===== src/rtl/busm_pkg.sv =====
package busm_pkg;
  typedef enum logic [1:0] {
    SZ_BYTE = 2'b00,
    SZ_HALF = 2'b01,
    SZ_WORD = 2'b10,
    SZ_RSVD = 2'b11
  } xfer_size_e;

  typedef enum logic [1:0] {
    ST_IDLE,
    ST_XFER,
    ST_RESP
  } seq_state_e;
endpackage


===== src/rtl/busm_arb.sv =====
module busm_arb #(
  parameter int NREQ = 3,
  parameter int IW   = 2
) (
  input  logic [NREQ-1:0] valid_i,
  output logic            any_o,
  output logic [IW-1:0]   sel_o
);
  assign any_o = |valid_i;

  // lowest index wins
  always_comb begin
    sel_o = '0;
    for (int i = NREQ - 1; i >= 0; i--) begin
      if (valid_i[i]) sel_o = IW'(i);
    end
  end
endmodule


===== src/rtl/busm_lane.sv =====
module busm_lane #(
  parameter int DW = 32,
  parameter int LW = 2
) (
  input  logic [LW-1:0] lane_i,
  input  logic          is_word_i,
  input  logic [DW-1:0] wdata_i,
  input  logic [DW-1:0] bus_rdata_i,
  input  logic [DW-1:0] acc_i,
  output logic [DW-1:0] bus_wdata_o,
  output logic [DW-1:0] acc_o
);
  localparam int NB = DW / 8;

  always_comb begin
    bus_wdata_o = wdata_i;
    acc_o       = bus_rdata_i;
    if (!is_word_i) begin
      bus_wdata_o = '0;
      acc_o       = acc_i;
      for (int b = 0; b < NB; b++) begin
        if (LW'(b) == lane_i) begin
          bus_wdata_o[b*8 +: 8] = wdata_i[b*8 +: 8];
          acc_o[b*8 +: 8]       = bus_rdata_i[b*8 +: 8];
        end
      end
    end
  end
endmodule


===== src/rtl/busm_seq.sv =====
module busm_seq import busm_pkg::*; #(
  parameter int AW         = 32,
  parameter int DW         = 32,
  parameter int IW         = 2,
  parameter int BRIDGE_IDX = 0
) (
  input  logic          clk_i,
  input  logic          rst_ni,
  input  logic          start_i,
  input  logic [IW-1:0] sel_i,
  input  logic [AW-1:0] addr_i,
  input  logic [1:0]    size_i,
  input  logic          we_i,
  input  logic [DW-1:0] wdata_i,
  input  logic          m_ack_i,
  input  logic [DW-1:0] m_rdata_i,
  output logic [IW-1:0] owner_o,
  output logic          busy_o,
  output logic          resp_o,
  output logic          err_o,
  output logic [DW-1:0] rdata_o,
  output logic          m_req_o,
  output logic [AW-1:0] m_addr_o,
  output logic [1:0]    m_size_o,
  output logic          m_we_o,
  output logic [DW-1:0] m_wdata_o
);
  localparam int NB = DW / 8;
  localparam int LW = (NB > 1) ? $clog2(NB) : 1;

  seq_state_e    state_q;
  logic [IW-1:0] owner_q;
  logic [AW-1:0] base_q;
  logic [LW-1:0] cnt_q, last_q;
  logic          word_q, we_q, err_q;
  logic [DW-1:0] wdata_q, acc_q, acc_next;
  logic          bad_req;

  assign bad_req = (size_i == SZ_RSVD) ||
                   ((sel_i != IW'(BRIDGE_IDX)) && (size_i != SZ_WORD));

  always_ff @(posedge clk_i or negedge rst_ni) begin
    if (!rst_ni) begin
      state_q <= ST_IDLE;
      owner_q <= '0;
      base_q  <= '0;
      cnt_q   <= '0;
      last_q  <= '0;
      word_q  <= 1'b0;
      we_q    <= 1'b0;
      err_q   <= 1'b0;
      wdata_q <= '0;
      acc_q   <= '0;
    end else begin
      unique case (state_q)
        ST_IDLE: if (start_i) begin
          owner_q <= sel_i;
          base_q  <= addr_i;
          we_q    <= we_i;
          wdata_q <= wdata_i;
          acc_q   <= '0;
          cnt_q   <= '0;
          word_q  <= (size_i == SZ_WORD);
          last_q  <= (size_i == SZ_HALF) ? LW'(1) : '0;
          err_q   <= bad_req;
          state_q <= bad_req ? ST_RESP : ST_XFER;
        end
        ST_XFER: if (m_ack_i) begin
          acc_q <= acc_next;
          if (cnt_q == last_q) state_q <= ST_RESP;
          else                 cnt_q   <= cnt_q + LW'(1);
        end
        ST_RESP: state_q <= ST_IDLE;
        default: state_q <= ST_IDLE;
      endcase
    end
  end

  assign m_req_o  = (state_q == ST_XFER);
  assign m_addr_o = base_q + AW'(cnt_q);
  assign m_size_o = word_q ? SZ_WORD : SZ_BYTE;
  assign m_we_o   = we_q;

  busm_lane #(.DW(DW), .LW(LW)) u_lane (
    .lane_i      (m_addr_o[LW-1:0]),
    .is_word_i   (word_q),
    .wdata_i     (wdata_q),
    .bus_rdata_i (m_rdata_i),
    .acc_i       (acc_q),
    .bus_wdata_o (m_wdata_o),
    .acc_o       (acc_next)
  );

  assign owner_o = owner_q;
  assign busy_o  = (state_q != ST_IDLE);
  assign resp_o  = (state_q == ST_RESP);
  assign err_o   = err_q;
  assign rdata_o = err_q ? '0 : acc_q;

  p_size_legal_r1: assert property (@(posedge clk_i) disable iff (!rst_ni)
    m_req_o |-> (m_size_o == SZ_BYTE || m_size_o == SZ_WORD));

  p_hold_r10: assert property (@(posedge clk_i) disable iff (!rst_ni)
    m_req_o && !m_ack_i |=> m_req_o && $stable(m_addr_o) && $stable(m_size_o)
                            && $stable(m_wdata_o) && $stable(m_we_o));

  p_ascend_r5: assert property (@(posedge clk_i) disable iff (!rst_ni)
    m_req_o && m_ack_i |=> resp_o || (m_req_o && m_addr_o == $past(m_addr_o) + AW'(1)));

  p_dma_word_r7: assert property (@(posedge clk_i) disable iff (!rst_ni)
    m_req_o && owner_o != IW'(BRIDGE_IDX) |-> m_size_o == SZ_WORD);

  p_resp_pulse_r9: assert property (@(posedge clk_i) disable iff (!rst_ni)
    resp_o |=> !resp_o);
endmodule


===== src/rtl/busm_share_split.sv =====
module busm_share_split import busm_pkg::*; #(
  parameter int NREQ       = 3,
  parameter int AW         = 32,
  parameter int DW         = 32,
  parameter int BRIDGE_IDX = 0
) (
  input  logic                     clk_i,
  input  logic                     rst_ni,
  input  logic [NREQ-1:0]          req_valid_i,
  input  logic [NREQ-1:0][AW-1:0]  req_addr_i,
  input  logic [NREQ-1:0][1:0]     req_size_i,
  input  logic [NREQ-1:0]          req_we_i,
  input  logic [NREQ-1:0][DW-1:0]  req_wdata_i,
  output logic [NREQ-1:0]          req_ready_o,
  output logic [NREQ-1:0]          req_err_o,
  output logic [NREQ-1:0][DW-1:0]  req_rdata_o,
  output logic                     m_req_o,
  output logic [AW-1:0]            m_addr_o,
  output logic [1:0]               m_size_o,
  output logic                     m_we_o,
  output logic [DW-1:0]            m_wdata_o,
  input  logic                     m_ack_i,
  input  logic [DW-1:0]            m_rdata_i
);
  localparam int IW = (NREQ > 1) ? $clog2(NREQ) : 1;

  logic          any, busy, resp, err;
  logic [IW-1:0] sel, owner;
  logic [DW-1:0] rdata;

  busm_arb #(.NREQ(NREQ), .IW(IW)) u_arb (
    .valid_i (req_valid_i),
    .any_o   (any),
    .sel_o   (sel)
  );

  busm_seq #(.AW(AW), .DW(DW), .IW(IW), .BRIDGE_IDX(BRIDGE_IDX)) u_seq (
    .clk_i     (clk_i),
    .rst_ni    (rst_ni),
    .start_i   (any),
    .sel_i     (sel),
    .addr_i    (req_addr_i[sel]),
    .size_i    (req_size_i[sel]),
    .we_i      (req_we_i[sel]),
    .wdata_i   (req_wdata_i[sel]),
    .m_ack_i   (m_ack_i),
    .m_rdata_i (m_rdata_i),
    .owner_o   (owner),
    .busy_o    (busy),
    .resp_o    (resp),
    .err_o     (err),
    .rdata_o   (rdata),
    .m_req_o   (m_req_o),
    .m_addr_o  (m_addr_o),
    .m_size_o  (m_size_o),
    .m_we_o    (m_we_o),
    .m_wdata_o (m_wdata_o)
  );

  for (genvar g = 0; g < NREQ; g++) begin : g_resp
    assign req_ready_o[g] = resp && (owner == IW'(g));
    assign req_err_o[g]   = req_ready_o[g] && err;
    assign req_rdata_o[g] = req_ready_o[g] ? rdata : '0;
  end

  p_ready_onehot_r9: assert property (@(posedge clk_i) disable iff (!rst_ni)
    $onehot0(req_ready_o));

  p_bridge_first_r2: assert property (@(posedge clk_i) disable iff (!rst_ni)
    !busy && req_valid_i[BRIDGE_IDX] |=> owner == IW'(BRIDGE_IDX));

  p_reset_quiet_r11: assert property (@(posedge clk_i)
    !rst_ni |-> !m_req_o && req_ready_o == '0);
endmodule


===== config.mk =====
export PLATFORM = sky130hd
export DESIGN_NAME = busm_share_split
export DESIGN_NICKNAME = d
export VERILOG_FILES = /design/src/rtl/busm_pkg.sv /design/src/rtl/busm_arb.sv /design/src/rtl/busm_lane.sv /design/src/rtl/busm_seq.sv /design/src/rtl/busm_share_split.sv
export SDC_FILE = /design/constraint.sdc
export NUM_CORES = 1
export LEC_CHECK = 0
export BUFFER_PORTS_ARGS = -buffer_cell sky130_fd_sc_hd__buf_2
export CAP_MARGIN = 20
export CORE_AREA = 2 2 159 161
export CTS_CLUSTER_SIZE = 40
export DETAILED_ROUTE_END_ITERATION = 7
export DIE_AREA = 0 0 161 163
export PLACE_DENSITY = 0.56
export SETUP_SLACK_MARGIN = 0.1
export SKIP_CTS_REPAIR_TIMING = 1
export SLEW_MARGIN = 20
export SYNTH_ARGS = -nofsm -noshare
export SYNTH_HDL_FRONTEND = slang
export SYNTH_SLANG_ARGS = --single-unit

===== constraint.sdc =====
create_clock -name clk_i -period 2.95 [get_ports clk_i]
set_clock_uncertainty 0.1 [all_clocks]
set_input_delay 0.1475 -clock clk_i [delete_from_list [all_inputs] [get_ports clk_i]]
set_output_delay 0.1475 -clock clk_i [all_outputs]
set_load 0.005 [all_outputs]

== Word level (Yosys, flattened, before mapping) ==
Index checks and enable logic that the tools add are counted.

* Register bits: 107
* Bits of input ports: 239
* Word-level logic and storage cells: 96

* $add $sub $neg: 2
* Magnitude comparators: 1
* Equal/unequal tests: 20
* Muxes and demuxes: 39
* Reductions and logical operators: 21

{| class="wikitable"
|+ Operators with widths
! cell !! number
|-
| 2-to-1 mux 32 bit || 10
|-
| binary-select mux 32 bit (select 2 bit) || 2
|-
| 2-to-1 mux 8 bit || 8
|-
| one-hot mux 32 bit (2 select lines) || 1
|-
| adder 32 x 2 -> 32 bit || 1
|-
| 2-to-1 mux 2 bit || 12
|-
| AND reduction 4 bit || 5
|-
| != test 3 x 1 -> 1 bit (second input constant) || 4
|-
| == test 2 bit (second input constant) || 4
|-
| one-hot mux 2 bit (2 select lines) || 2
|-
| logical AND 1 bit || 7
|-
| == test 2 x 1 -> 1 bit (second input constant) || 3
|-
| zero test 2 bit || 3
|-
| != test 2 bit (second input constant) || 3
|-
| binary-select mux 2 bit (select 2 bit) || 1
|-
| == test 2 bit (first input constant) || 2
|-
| != test 2 x 1 -> 1 bit (second input constant) || 2
|-
| nonzero test 2 bit || 2
|-
| < comparator 2 x 3 -> 1 bit (second input constant) || 1
|-
| AND reduction 3 bit || 1
|-
| OR reduction 3 bit || 1
|-
| adder 2 x 1 -> 2 bit (second input constant) || 1
|-
| binary-select mux 1 bit (select 2 bit) || 1
|-
| == test 1 x 2 -> 1 bit (first input constant) || 1
|-
| other kinds (4) || 5
|}

== Logic depth before layout (Yosys ltp) ==
Gate-level depths: netlist of run 1.

* Depth in word-level cells: 11
* Gate-level depth with buffers: 8
* Gate-level depth less buffers: 7

== Cells and area by module ==
A second synthesis of run 1 with hierarchy kept.

* Cell total of the unflattened synthesis: 972
* Area total of the unflattened synthesis: 7737.4 um2

{| class="wikitable"
|+ By module, submodules not included
! module !! times used !! cells an instance !! area an instance (um2)
|-
| busm_seq || 1 || 589 || 4983.5
|-
| busm_share_split || 1 || 306 || 2065.7
|-
| busm_lane || 1 || 74 || 668.1
|-
| busm_arb || 1 || 3 || 20.0
|}

== Least setup slack after synthesis of run 1 ==
No wires, ideal clock.

* Path type: register to register
* From: register u_seq.cnt_q[0]
* To: register u_seq.acc_q[23]
* Setup time: 0.083 ns
* Arrival: 2.331 ns
* Path slack: 0.436 ns
* Cell stages (with the launch flop): 9
* Buffers on the path: 1
* Clock period less this slack: 2.514 ns
* Path through: dfrtp_1 ha_1 inv_1 fa_1 o21ba_2 a2111oi_2 buf_4 nand3_1 o21ai_0

* Cells in the longest elaborated chain, start to end: 4

{| class="wikitable"
|+ RTL lines
! what !! RTL line !! RTL
|-
| start: declaration || busm_seq.sv:34 || <nowiki>logic [LW-1:0] cnt_q, last_q;</nowiki>
|-
| start signal: assignment || busm_seq.sv:71 || <nowiki>else cnt_q <= cnt_q + LW'(1);</nowiki>
|-
| adder 32 x 2 -> 32 bit || busm_seq.sv:80 || <nowiki>assign m_addr_o = base_q + AW'(cnt_q);</nowiki>
|-
| == test 2 bit || busm_lane.sv:22 || <nowiki>if (LW'(b) == lane_i) begin</nowiki>
|-
| != test 3 x 1 -> 1 bit (no line) || - ||
|-
| AND reduction 4 bit (no line) || - ||
|-
| end signal: assignment || busm_seq.sv:69 || <nowiki>acc_q <= acc_next;</nowiki>
|-
| end: declaration || busm_seq.sv:36 || <nowiki>logic [DW-1:0] wdata_q, acc_q, acc_next;</nowiki>
|}

Every way passes these cells.
A chain may end at the register's enable or synchronous reset.

== Final worst setup path of run 1 ==
* From: register u_seq.cnt_q[0]
* To: output m_addr_o[28]

* Cells in the longest elaborated chain, start to end: 1

{| class="wikitable"
|+ RTL lines
! what !! RTL line !! RTL
|-
| adder 32 x 2 -> 32 bit || busm_seq.sv:80 ||
|-
| end: declaration || busm_share_split.sv:18 || <nowiki>output logic [AW-1:0] m_addr_o,</nowiki>
|}

Every way passes these cells.

==> metrics, run 1 <==
status finished, final reports clean; Routed Antenna Nets 0; Post-Synthesis Cells 920; Netlist cell types 46; Yosys warning count 0; pin count of the biggest net entering global routing 56; Reg-to-Reg Start u_seq.cnt_q[0]; Simple-Gate Fraction of Synth Area 28.74%; CTS HTree Levels 3; Die X 161 um; Final period util 92.02%; Final Util 41.54%; most frequent cells in the layout buf_2, nand2_1, nor2_1; Top delay family on crit path simple AND/OR/NAND/NOR gates; HP Start m_ack_i; Pins Over Slew Limit 0; Hold Path Class primary input to flip-flop; Hold Path Sink u_seq.state_q[0]; via count 7,861; DRT iter0 DRCs 342; ranking of synthesized cells by area dfrtp_1, mux2_2, nand2_1, nor2_1, a31oi_1; # IOs 409; Worst setup SP type flip-flop; most common cell after layout, fill and taps aside buf_2; Synth top area share 37.02%; DRC Markers 0; Post-synth ARST share 100.0%; Buf/Inv on CP 3; FF+latch area 0.002653 mm2; CP arrival 2.47 ns; Starting Density 29.04%; fraction of final layout cells with drive strength greater than 1 41.26%; R2R Path End u_seq.acc_q[25]; final wirelength 25.82 mm; Syn Area/Cell 7.789 um2; CTS Root Cell clkbuf_16; Max Buffers Root-to-Sink 2; clk_lat worst skew 0.34 ns; die area 0.02624 mm2; Placer Congestion 0.7980; area of the multi-input gates 0.004056 mm2; Pre-Repair DR Iteration Count 5; f_max 368.4 MHz; setup ws final 0.2355 ns; Routed wire per std cell 15.47 um; flops & latches, synth 106; Placeable Area 0.02467 mm2; worst hold slack 0.004197 ns; initial antenna violation count 1; Reg2Reg Setup Slack 0.55 ns; largest fanout on the critical path 12; Placement Setup Slack 0.5037 ns; crit path kind flip-flop to output pin; Worst Path Required 2.70 ns; CTS tree yes; cell area after layout 0.01025 mm2; XOR/XNOR Fraction of Synth Area 3.789%; vias per std cell 4.710; Detailed Place HPWL 19.87 mm; clock sink count 106; number of global-route vias before repair 7,329; P per Cell Area 776.8 mW/mm2; Max VDD drop 376.9 uV; synthesized area 0.007166 mm2; syn nets 1,162; Pleak 5.213 nW; worst stage delay on the critical path 0.43 ns; Reg clk slew, reported paths 0.07 ns; fin crit period 2.714 ns; Worst Tran Pin Value 0.7913 ns; Compound-Gate Fraction of Synth Area 10.01%; first-pass GRT wire length 39.16 mm; Critical Path Sink Type output pin; # fillers 2,572; I/O Buffers 407; Worst R2R Path Depth 7; Final Hold Viols 0; adder-cell share of the synthesized area 0.6286%; hold path cells 3; Fin Setup TNS 0 ns; Max Cap Violations 0; RSZ-0062 raised after global routing false; Rel. slew slack 47.25%; mux cell area share after synthesis 12.61%; EDFF count, synth 0; main combinational cell family by area after synthesis simple AND/OR/NAND/NOR gates; final setup vio count 0; GRT Resource Usage Total 18.92%; placed cell area 0.009590 mm2; Area Overhead vs Synth 43.04%; Slowest-stage cell, CP dfrtp_1; die span in y 163 um; ys flop type dfrtp_1; Site Rows 58; Synth area leader dfrtp_1; total grt overflow 0; CTS Buf Count 9; nets 1,575; Cell Chain, Critical Path ha_2 -> inv_1 -> fa_2 -> nor2b_2 -> nand3_1 -> buf_6 -> nor4_4 -> xor2_1 -> buf_2; share of the yosys chip area belonging to registers 37.02%
-- report_power, final --
| group | total, mW | internal (mW) | switching (mW) |
|---|---|---|---|
| logic | 4.14 | 1.99 | 2.15 |
| registers | 2.64 | 2.11 | 0.534 |
| clock network | 1.18 | 0.603 | 0.579 |
| total | 7.96 | 4.70 | 3.26 |
-- cell type report --
class,count,area share (%)
multi-input combinational,697,39.58
clock inverter,5,0.3784
timing repair buffer,467,25.84
tap,330,4.028
antenna,1,0.02441
sequential,106,25.88
clock buffer,11,2.368
inverter,52,1.904
-- registers in the layout (all words and copies together) (netlist names) --
name           count
u_seq.acc_q       32
u_seq.base_q      32
u_seq.state_q      2
u_seq.last_q       1
u_seq.owner_o      2
u_seq.wdata_q     32
u_seq.m_we_o       1
u_seq.word_q       1
u_seq.cnt_q        2
u_seq.err_o        1
-- worst max-delay path by stage --
stage                              start              end  slack (ns)  cells after the start
final                     u_seq.cnt_q[0]     m_addr_o[28]        0.24                      9
after global routing      u_seq.cnt_q[0]     m_addr_o[26]        0.07                      9
after CTS                 u_seq.cnt_q[0]     m_addr_o[28]        0.08                      9
after detailed placement  u_seq.cnt_q[0]     m_addr_o[28]        0.50                      9
after global placement    u_seq.cnt_q[0]  u_seq.acc_q[22]        0.51                      8
after floorplan           u_seq.cnt_q[0]  u_seq.acc_q[23]        0.44                      8
-- kinds of logic after synthesis --
group                    count (synthesis)
XOR/XNOR                                31
multiplexers                            82
buffers and inverters                  117
adder cells (fa/ha/maj)                  3
AO/OA/AOI/OAI                          110
other                                    1
flip-flops                             106
AND/OR/NAND/NOR                        470
-- metal layers --
layer | wire length, um | GRT usage, %
met1 | 10900 | 22.61
met2 | 12680 | 33.75
met3 | 1773 | 4.991
met4 | 461 | 4.870
met5 | 0 | 0
-- Yosys cell counts, drive strengths merged, types with 3 or more instances --
cell      n
a21o      4
a31oi    65
a21oi     6
clkbuf   40
nand3    22
xor2     20
and2b     5
dfrtp   106
nand2b    3
o21ai    21
nor2b    23
nor2    174
mux2i    16
inv      51
and2      9
nand4     7
nor4     10
and4      4
nor3     12
mux2     66
nand2   193
buf      25
o21bai    3
xnor2    11
-- worst reg2reg max path, stage by stage (launching register included) --
cell	delay, ns
dfrtp_1	0.43
ha_2	0.21
inv_1	0.05
fa_2	0.59
inv_1	0.07
a21oi_1	0.16
a21o_1	0.46
mux2i_1	0.26
-- through the flow --
| step | cells | power (mW) |
|---|---|---|
| after global placement | 1619 | 6.750 |
| after CTS | 1635 | 8.044 |
| after global routing | 1669 | 8.600 |
| after floorplan | 920 | 5.088 |
| final | 1669 | 7.962 |
| after detailed placement | 1619 | 6.806 |
Power figures use the tool's default switching activity.
==> inputs of run 2 (changes only) <==
--- a/config.mk
+++ b/config.mk
@@ -11,7 +11,6 @@
 export CTS_CLUSTER_SIZE = 40
 export DETAILED_ROUTE_END_ITERATION = 7
 export DIE_AREA = 0 0 161 163
-export PLACE_DENSITY = 0.56
 export SETUP_SLACK_MARGIN = 0.1
 export SKIP_CTS_REPAIR_TIMING = 1
 export SLEW_MARGIN = 20
==> constraint.sdc (replaced) <==
create_clock -name clk_i -period 3.4 [get_ports clk_i]
set_clock_uncertainty 0.1 [all_clocks]
set_input_delay 0.17 -clock clk_i [delete_from_list [all_inputs] [get_ports clk_i]]
set_output_delay 0.17 -clock clk_i [all_outputs]
set_load 0.005 [all_outputs]
==> metrics, run 2 (synthesis results as in run 1) <==
most common cell after layout, fill and taps aside buf_2 (unchanged); Slowest-stage cell, CP nor4_1 (was dfrtp_1); final wirelength 24.95 mm (was 25.82 mm); Hold Path Sink u_seq.state_q[0] (unchanged); area of the multi-input gates 0.004018 mm2 (was 0.004056 mm2); Placer Congestion 0.8537 (was 0.7980); Antenna Cells 0 (was 1); clock sink count 106 (unchanged); Cell Chain, Critical Path ha_1 -> inv_1 -> fa_1 -> nor2b_1 -> nand3_2 -> nor4_1 -> xor2_1 -> buf_2 (was ha_2 -> inv_1 -> fa_2 -> nor2b_2 -> nand3_1 -> buf_6 -> nor4_4 -> xor2_1 -> buf_2); Starting Density 29.04% (unchanged); clock power share 15.3% (was 14.8%); Reg2Reg Setup Slack 0.87 ns (was 0.55 ns); Reg-to-Reg Start u_seq.cnt_q[0] (unchanged); status finished, final reports clean (unchanged); Regs by FF count u_seq.acc_q (32), u_seq.base_q (32), u_seq.wdata_q (32) (unchanged); hold path cells 3 (unchanged); Worst Path Required 3.13 ns (was 2.70 ns); Rel. slew slack 28.22% (was 47.25%); clk_lat worst skew 0.35 ns (was 0.34 ns); largest fanout on the critical path 12 (unchanged); CTS Root Cell clkbuf_16 (unchanged); HP Start m_ack_i (unchanged); Area Overhead vs Synth 41.85% (was 43.04%); Final period util 87.76%; Worst R2R Path Depth 9 (was 7); met3 WL post-DR 1.497 mm (was 1.773 mm); Pleak 5.137 nW (was 5.213 nW); initial antenna violation count 1 (unchanged); Worst setup SP type flip-flop (unchanged); Max Buffers Root-to-Sink 2 (unchanged); Reg clk slew, reported paths 0.07 ns (about the same); CP arrival 2.71 ns (was 2.47 ns); crit path kind flip-flop to output pin (unchanged); # IOs 409 (unchanged); CTS Buf Count 9 (unchanged); RSZ-0062 raised after global routing false (unchanged); Max VDD drop 318.2 uV (was 376.9 uV); I/O Buffers 407 (unchanged); die span in y 163 um (unchanged); DRT iter0 DRCs 337 (was 342); Detailed Place HPWL 19.01 mm (was 19.87 mm); worst stage delay on the critical path 0.42 ns (was 0.43 ns); Routed Antenna Nets 0 (unchanged); Pins Over Slew Limit 0 (unchanged); Fin Setup TNS 0 ns (unchanged); total grt overflow 0 (unchanged); FF+latch area 0.002653 mm2 (unchanged); Routed wire per std cell 15.02 um (was 15.47 um); via count 7,776 (was 7,861); max layer used met5 (was met4); first-pass GRT wire length 37.29 mm (was 39.16 mm); final setup vio count 0 (unchanged); most frequent cells in the layout buf_2, nand2_1, nor2_1 (unchanged); fin crit period 2.984 ns; die area 0.02624 mm2 (unchanged); Final Hold Viols 0 (unchanged); f_max 335.1 MHz; P per Cell Area 682.6 mW/mm2 (was 776.8 mW/mm2); Metal-1 WL 10.81 mm (was 10.90 mm); pin count of the biggest net entering global routing 72 (was 56); Critical Path Sink Type output pin (unchanged); Buf/Inv on CP 2 (was 3); Seq pwr share 33.1% (was 33.2%); Net Sw Frac 40.64% (was 40.97%); Site Rows 58 (unchanged); GRT Resource Usage Total 17.98% (was 18.92%); CTS HTree Levels 3 (unchanged); Combinational Power Share 51.6% (was 52.0%); Top delay family on crit path simple AND/OR/NAND/NOR gates (unchanged); total power 6.938 mW (was 7.962 mW); Die X 161 um (unchanged); Max Cap Violations 0 (unchanged); fraction of final layout cells with drive strength greater than 1 40.27% (was 41.26%); CTS tree yes (unchanged); Placeable Area 0.02467 mm2 (unchanged); # fillers 2,554 (was 2,572); Worst Tran Pin Value 1.074 ns (was 0.7913 ns); Pre-Repair DR Iteration Count 4 (was 5); vias per std cell 4.682 (was 4.710); internal power of the cells 4.118 mW (was 4.700 mW); R2R Path End u_seq.acc_q[13] (was u_seq.acc_q[25]); number of global-route vias before repair 6,997 (was 7,329); NetSw 2.820 mW (was 3.262 mW); routed wire length on met2 12.15 mm (was 12.68 mm); nets 1,568 (was 1,575); Hold Path Class primary input to flip-flop (unchanged); DRC Markers 0 (unchanged)
run 2: cell types whose count changed in the layout (fill, tap and decap cells not counted), sizes merged:
cell	change
diode	-1
clkinv	-2
clkinvlp	+2
inv	-2
buf	-8
dlygate4sd3	+1
clkbuf	+1
bufinv	+1
run 2: worst max path at each step:
stage / from / to / slack, ns / cells after the start
after global placement: u_seq.cnt_q[0] / m_addr_o[30] / 0.66 / 8
after CTS: u_seq.cnt_q[0] / m_addr_o[30] / 0.22 / 8
after detailed placement: u_seq.cnt_q[0] / m_addr_o[30] / 0.64 / 8
after global routing: u_seq.cnt_q[0] / m_addr_o[28] / 0.20 / 8
final: u_seq.cnt_q[0] / m_addr_o[30] / 0.42 / 8
after floorplan: u_seq.cnt_q[0] / u_seq.acc_q[23] / 0.89 / 8
run 2: power by group through the flow:
stage                     Combinational, mW  Clock, mW  Sequential (mW)
final                                  3.58       1.06             2.29
after detailed placement               3.54          0             2.31
after global routing                   3.94       1.17             2.38
after global placement                 3.50          0             2.29
after CTS                              3.56       1.12             2.29
after floorplan                        2.26          0             2.15
run 2: final cells by class:
class	count	area share [%]
Multi-Input combinational cell	697	39.53
Inverter	52	1.920
Clock inverter	4	0.5170
Sequential cell	106	26.10
Tap cell	330	4.062
Timing Repair Buffer	460	25.55
Clock buffer	12	2.326
run 2: routing by layer:
metal,GRT usage (%),vias up
met2,31.49,293
met3,3.871,31
li1,-,3831
met4,5.479,2
met1,22.17,3619
met5,0,-
run 2: per-stage QoR:
step	instance area (um2)	hold slack, ns	cells	util [%]	setup WS, ns
2_1_floorplan	7166	-0.2256	920	-	0.8860
3_3_place_gp	9485	0.2876	1610	38.44	0.6635
3_5_place_dp	9485	0.2965	1610	38.44	0.6377
4_1_cts	9774	-0.09566	1626	39.61	0.2208
5_1_grt	10160	0.04767	1661	41.20	0.1984
6_report	10160	0.03160	1661	41.20	0.4161
run 2: worst register-to-register path: cells and delay by family, from the launching register on:
kind | cells | cell delay (ns)
AO/OA/AOI/OAI | 3 | 0.55
adder cells (fa/ha/maj) | 2 | 0.79
buffers and inverters | 3 | 0.51
flip-flops | 1 | 0.41
AND/OR/NAND/NOR | 1 | 0.09
==> inputs of run 3 (changes only) <==
--- a/config.mk
+++ b/config.mk
@@ -5,6 +5,7 @@
 export SDC_FILE = /design/constraint.sdc
 export NUM_CORES = 1
 export LEC_CHECK = 0
+export ABC_AREA = 1
 export BUFFER_PORTS_ARGS = -buffer_cell sky130_fd_sc_hd__buf_2
 export CAP_MARGIN = 20
 export CORE_AREA = 2 2 159 161
==> metrics, run 3 <==
final wirelength 28.21 mm (was 24.95 mm); P per Cell Area 698.6 mW/mm2 (was 682.6 mW/mm2); Rel. slew slack 33.65% (was 28.22%); status complete, but fails checks (was finished, final reports clean); syn nets 1,351 (was 1,162); most frequent cell after synthesis nand2_1 (unchanged); ranking of synthesized cells by area dfrtp_1, nand2_1, nor2_1, nand3_1, inv_1 (was dfrtp_1, mux2_2, nand2_1, nor2_1, a31oi_1); GRT Resource Usage Total 20.52% (was 17.98%); crit path kind flip-flop to output pin (unchanged); Worst setup SP type flip-flop (unchanged); fin crit period 2.673 ns (was 2.984 ns); clock sink count 106 (unchanged); Worst Path Required 3.13 ns (about the same); Worst Tran Pin Value 0.9917 ns (was 1.074 ns); CTS HTree Levels 3 (unchanged); CTS Buf Count 9 (unchanged); Fin Setup TNS 0 ns (unchanged); pin count of the biggest net entering global routing 70 (was 72); vias per std cell 4.675 (was 4.682); die area 0.02624 mm2 (unchanged); share of the yosys chip area belonging to registers 36.01% (was 37.02%); Critical Path Sink Type output pin (unchanged); clk_lat worst skew 0.35 ns (about the same); Die X 161 um (unchanged); Final Hold Viols 16 (was 0); fraction of final layout cells with drive strength greater than 1 32.83% (was 40.27%); final setup vio count 0 (unchanged); failing checks negative hold slack; Synth top area share 36.01% (was 37.02%); Regs by FF count u_seq.acc_q (32), u_seq.base_q (32), u_seq.wdata_q (32) (unchanged); worst stage delay on the critical path 0.48 ns (was 0.42 ns); Routed wire per std cell 15.22 um (was 15.02 um); largest fanout on the critical path 9 (was 12); # IOs 409 (unchanged); Max Cap Violations 0 (unchanged); Max Buffers Root-to-Sink 2 (unchanged); worst hold slack -0.03197 ns (was 0.03160 ns); number of global-route vias before repair 7,862 (was 6,997); Post-Synthesis Cells 1,109 (was 920); Yosys warning count 0 (unchanged); RSZ-0062 raised after global routing false (unchanged); Synth area leader dfrtp_1 (unchanged); EDFF count, synth 0 (unchanged); Max VDD drop 330.3 uV (was 318.2 uV); Pins Over Slew Limit 0 (unchanged); Hold Path Class primary input to flip-flop (unchanged); Routed Antenna Nets 0 (unchanged); Placeable Area 0.02467 mm2 (unchanged); Slowest-stage cell, CP fa_1 (was nor4_1); I/O Buffers 407 (unchanged); # fillers 2,689 (was 2,554); nets 1,757 (was 1,568); Detailed Place HPWL 21.49 mm (was 19.01 mm); initial antenna violation count 5 (was 1); DRT iter0 DRCs 479 (was 337); Netlist cell types 38 (was 46); flops & latches, synth 106 (unchanged); FF+latch area 0.002653 mm2 (unchanged); CP arrival 2.40 ns (was 2.71 ns); Area Overhead vs Synth 40.40% (was 41.85%); first-pass GRT wire length 42.55 mm (was 37.29 mm); die span in y 163 um (unchanged); Cell Chain, Critical Path ha_1 -> inv_1 -> fa_1 -> inv_1 -> nor2_1 -> nor2_4 -> nor2_1 -> buf_2 (was ha_1 -> inv_1 -> fa_1 -> nor2b_1 -> nand3_2 -> nor4_1 -> xor2_1 -> buf_2); top cells by count, synth nand2_1, nor2_1, dfrtp_1, inv_1, nand3_1 (was nand2_1, nor2_1, dfrtp_1, mux2_2, a31oi_1); Syn Area/Cell 6.643 um2 (was 7.789 um2); via count 8,662 (was 7,776); total grt overflow 0 (unchanged); ys flop type dfrtp_1 (unchanged); Pre-Repair DR Iteration Count 5 (was 4); Final period util 78.62% (was 87.76%); Post-synth ARST share 100.0% (unchanged); CTS tree yes (unchanged); synthesized area 0.007367 mm2 (was 0.007166 mm2); Placer Congestion 0.8719 (was 0.8537); DRC Markers 0 (unchanged); Starting Density 29.86% (was 29.04%); most frequent cells in the layout buf_2, nand2_1, nor2_1 (unchanged); total power 7.226 mW (was 6.938 mW); area of the multi-input gates 0.004060 mm2 (was 0.004018 mm2); Site Rows 58 (unchanged); most common cell after layout, fill and taps aside buf_2 (unchanged); CTS Root Cell clkbuf_16 (unchanged); Reg clk slew, reported paths 0.08 ns (was 0.07 ns); Pleak 5.416 nW (was 5.137 nW); f_max 374.1 MHz (was 335.1 MHz)
run 3: report_power, final:
part	switching, mW	total [mW]	internal [mW]
clock network	0.508	1.18	0.670
registers	0.471	2.32	1.85
logic	2.40	3.73	1.32
run 3: per-layer routing:
metal  share of wire [%]  track usage [%]
met1                  45            27.26
met2                  47            34.04
met3                 5.7            3.922
met4                 2.2            6.047
met5               0.078                0
run 3: cell type report:
type / instances / share of cell area [%]
timing repair buffer: 460 / 24.85
antenna: 3 / 0.07258
clock buffer: 10 / 2.310
clock inverter: 6 / 0.8467
inverter: 83 / 3.036
multi-input combinational: 855 / 39.25
sequential: 106 / 25.64
tap: 330 / 3.992
run 3: worst paths after layout:
kind | to | from | slack (ns) | depth (start not counted)
hold / removal | u_seq.acc_q[24] | m_rdata_i[24] | -0.03 | 3
max in group asynchronous | u_seq.acc_q[16] | rst_ni | 2.06 | 3
hold reg to reg | u_seq.acc_q[17] | u_seq.acc_q[17] | 0.39 | 2
min in group asynchronous | u_seq.base_q[31] | rst_ni | 0.42 | 2
setup / recovery | m_wdata_o[6] | u_seq.cnt_q[0] | 0.73 | 8
setup reg to reg | u_seq.acc_q[4] | u_seq.cnt_q[0] | 0.94 | 10
run 3: stage by stage:
step                hold WS, ns  worst slack (ns)  area (um2)  instances  util (%)
floorplan               -0.2256             1.240        7367       1109         -
global placement         0.2770             1.007        9579       1791     38.82
detailed placement       0.2864            0.9486        9579       1791     38.82
CTS                     -0.1033            0.6844        9906       1807     40.15
global route        0.000009798            0.5184       10340       1852     41.91
finish                 -0.03197            0.7269       10340       1853     41.92
run 3: cell families (layout without fill, tap and decap cells):
kind of cell	count (synthesis)	in the layout	share of synthesized area, %
simple gates	662	662	38.04
compound gates	170	170	13.98
buf+inv	148	559	9.052
flops	106	106	36.01
xor+xnor	19	19	2.259
fa+ha+maj	3	3	0.6114
other cells	1	4	0.05090
run 3: worst max-delay path, delay by kind of cell (launching register included):
kind | cells | cell delay (ns)
adders and majority gates | 2 | 0.69
DFF | 1 | 0.42
buffers and inverters | 3 | 0.43
and+or+nand+nor | 3 | 0.49
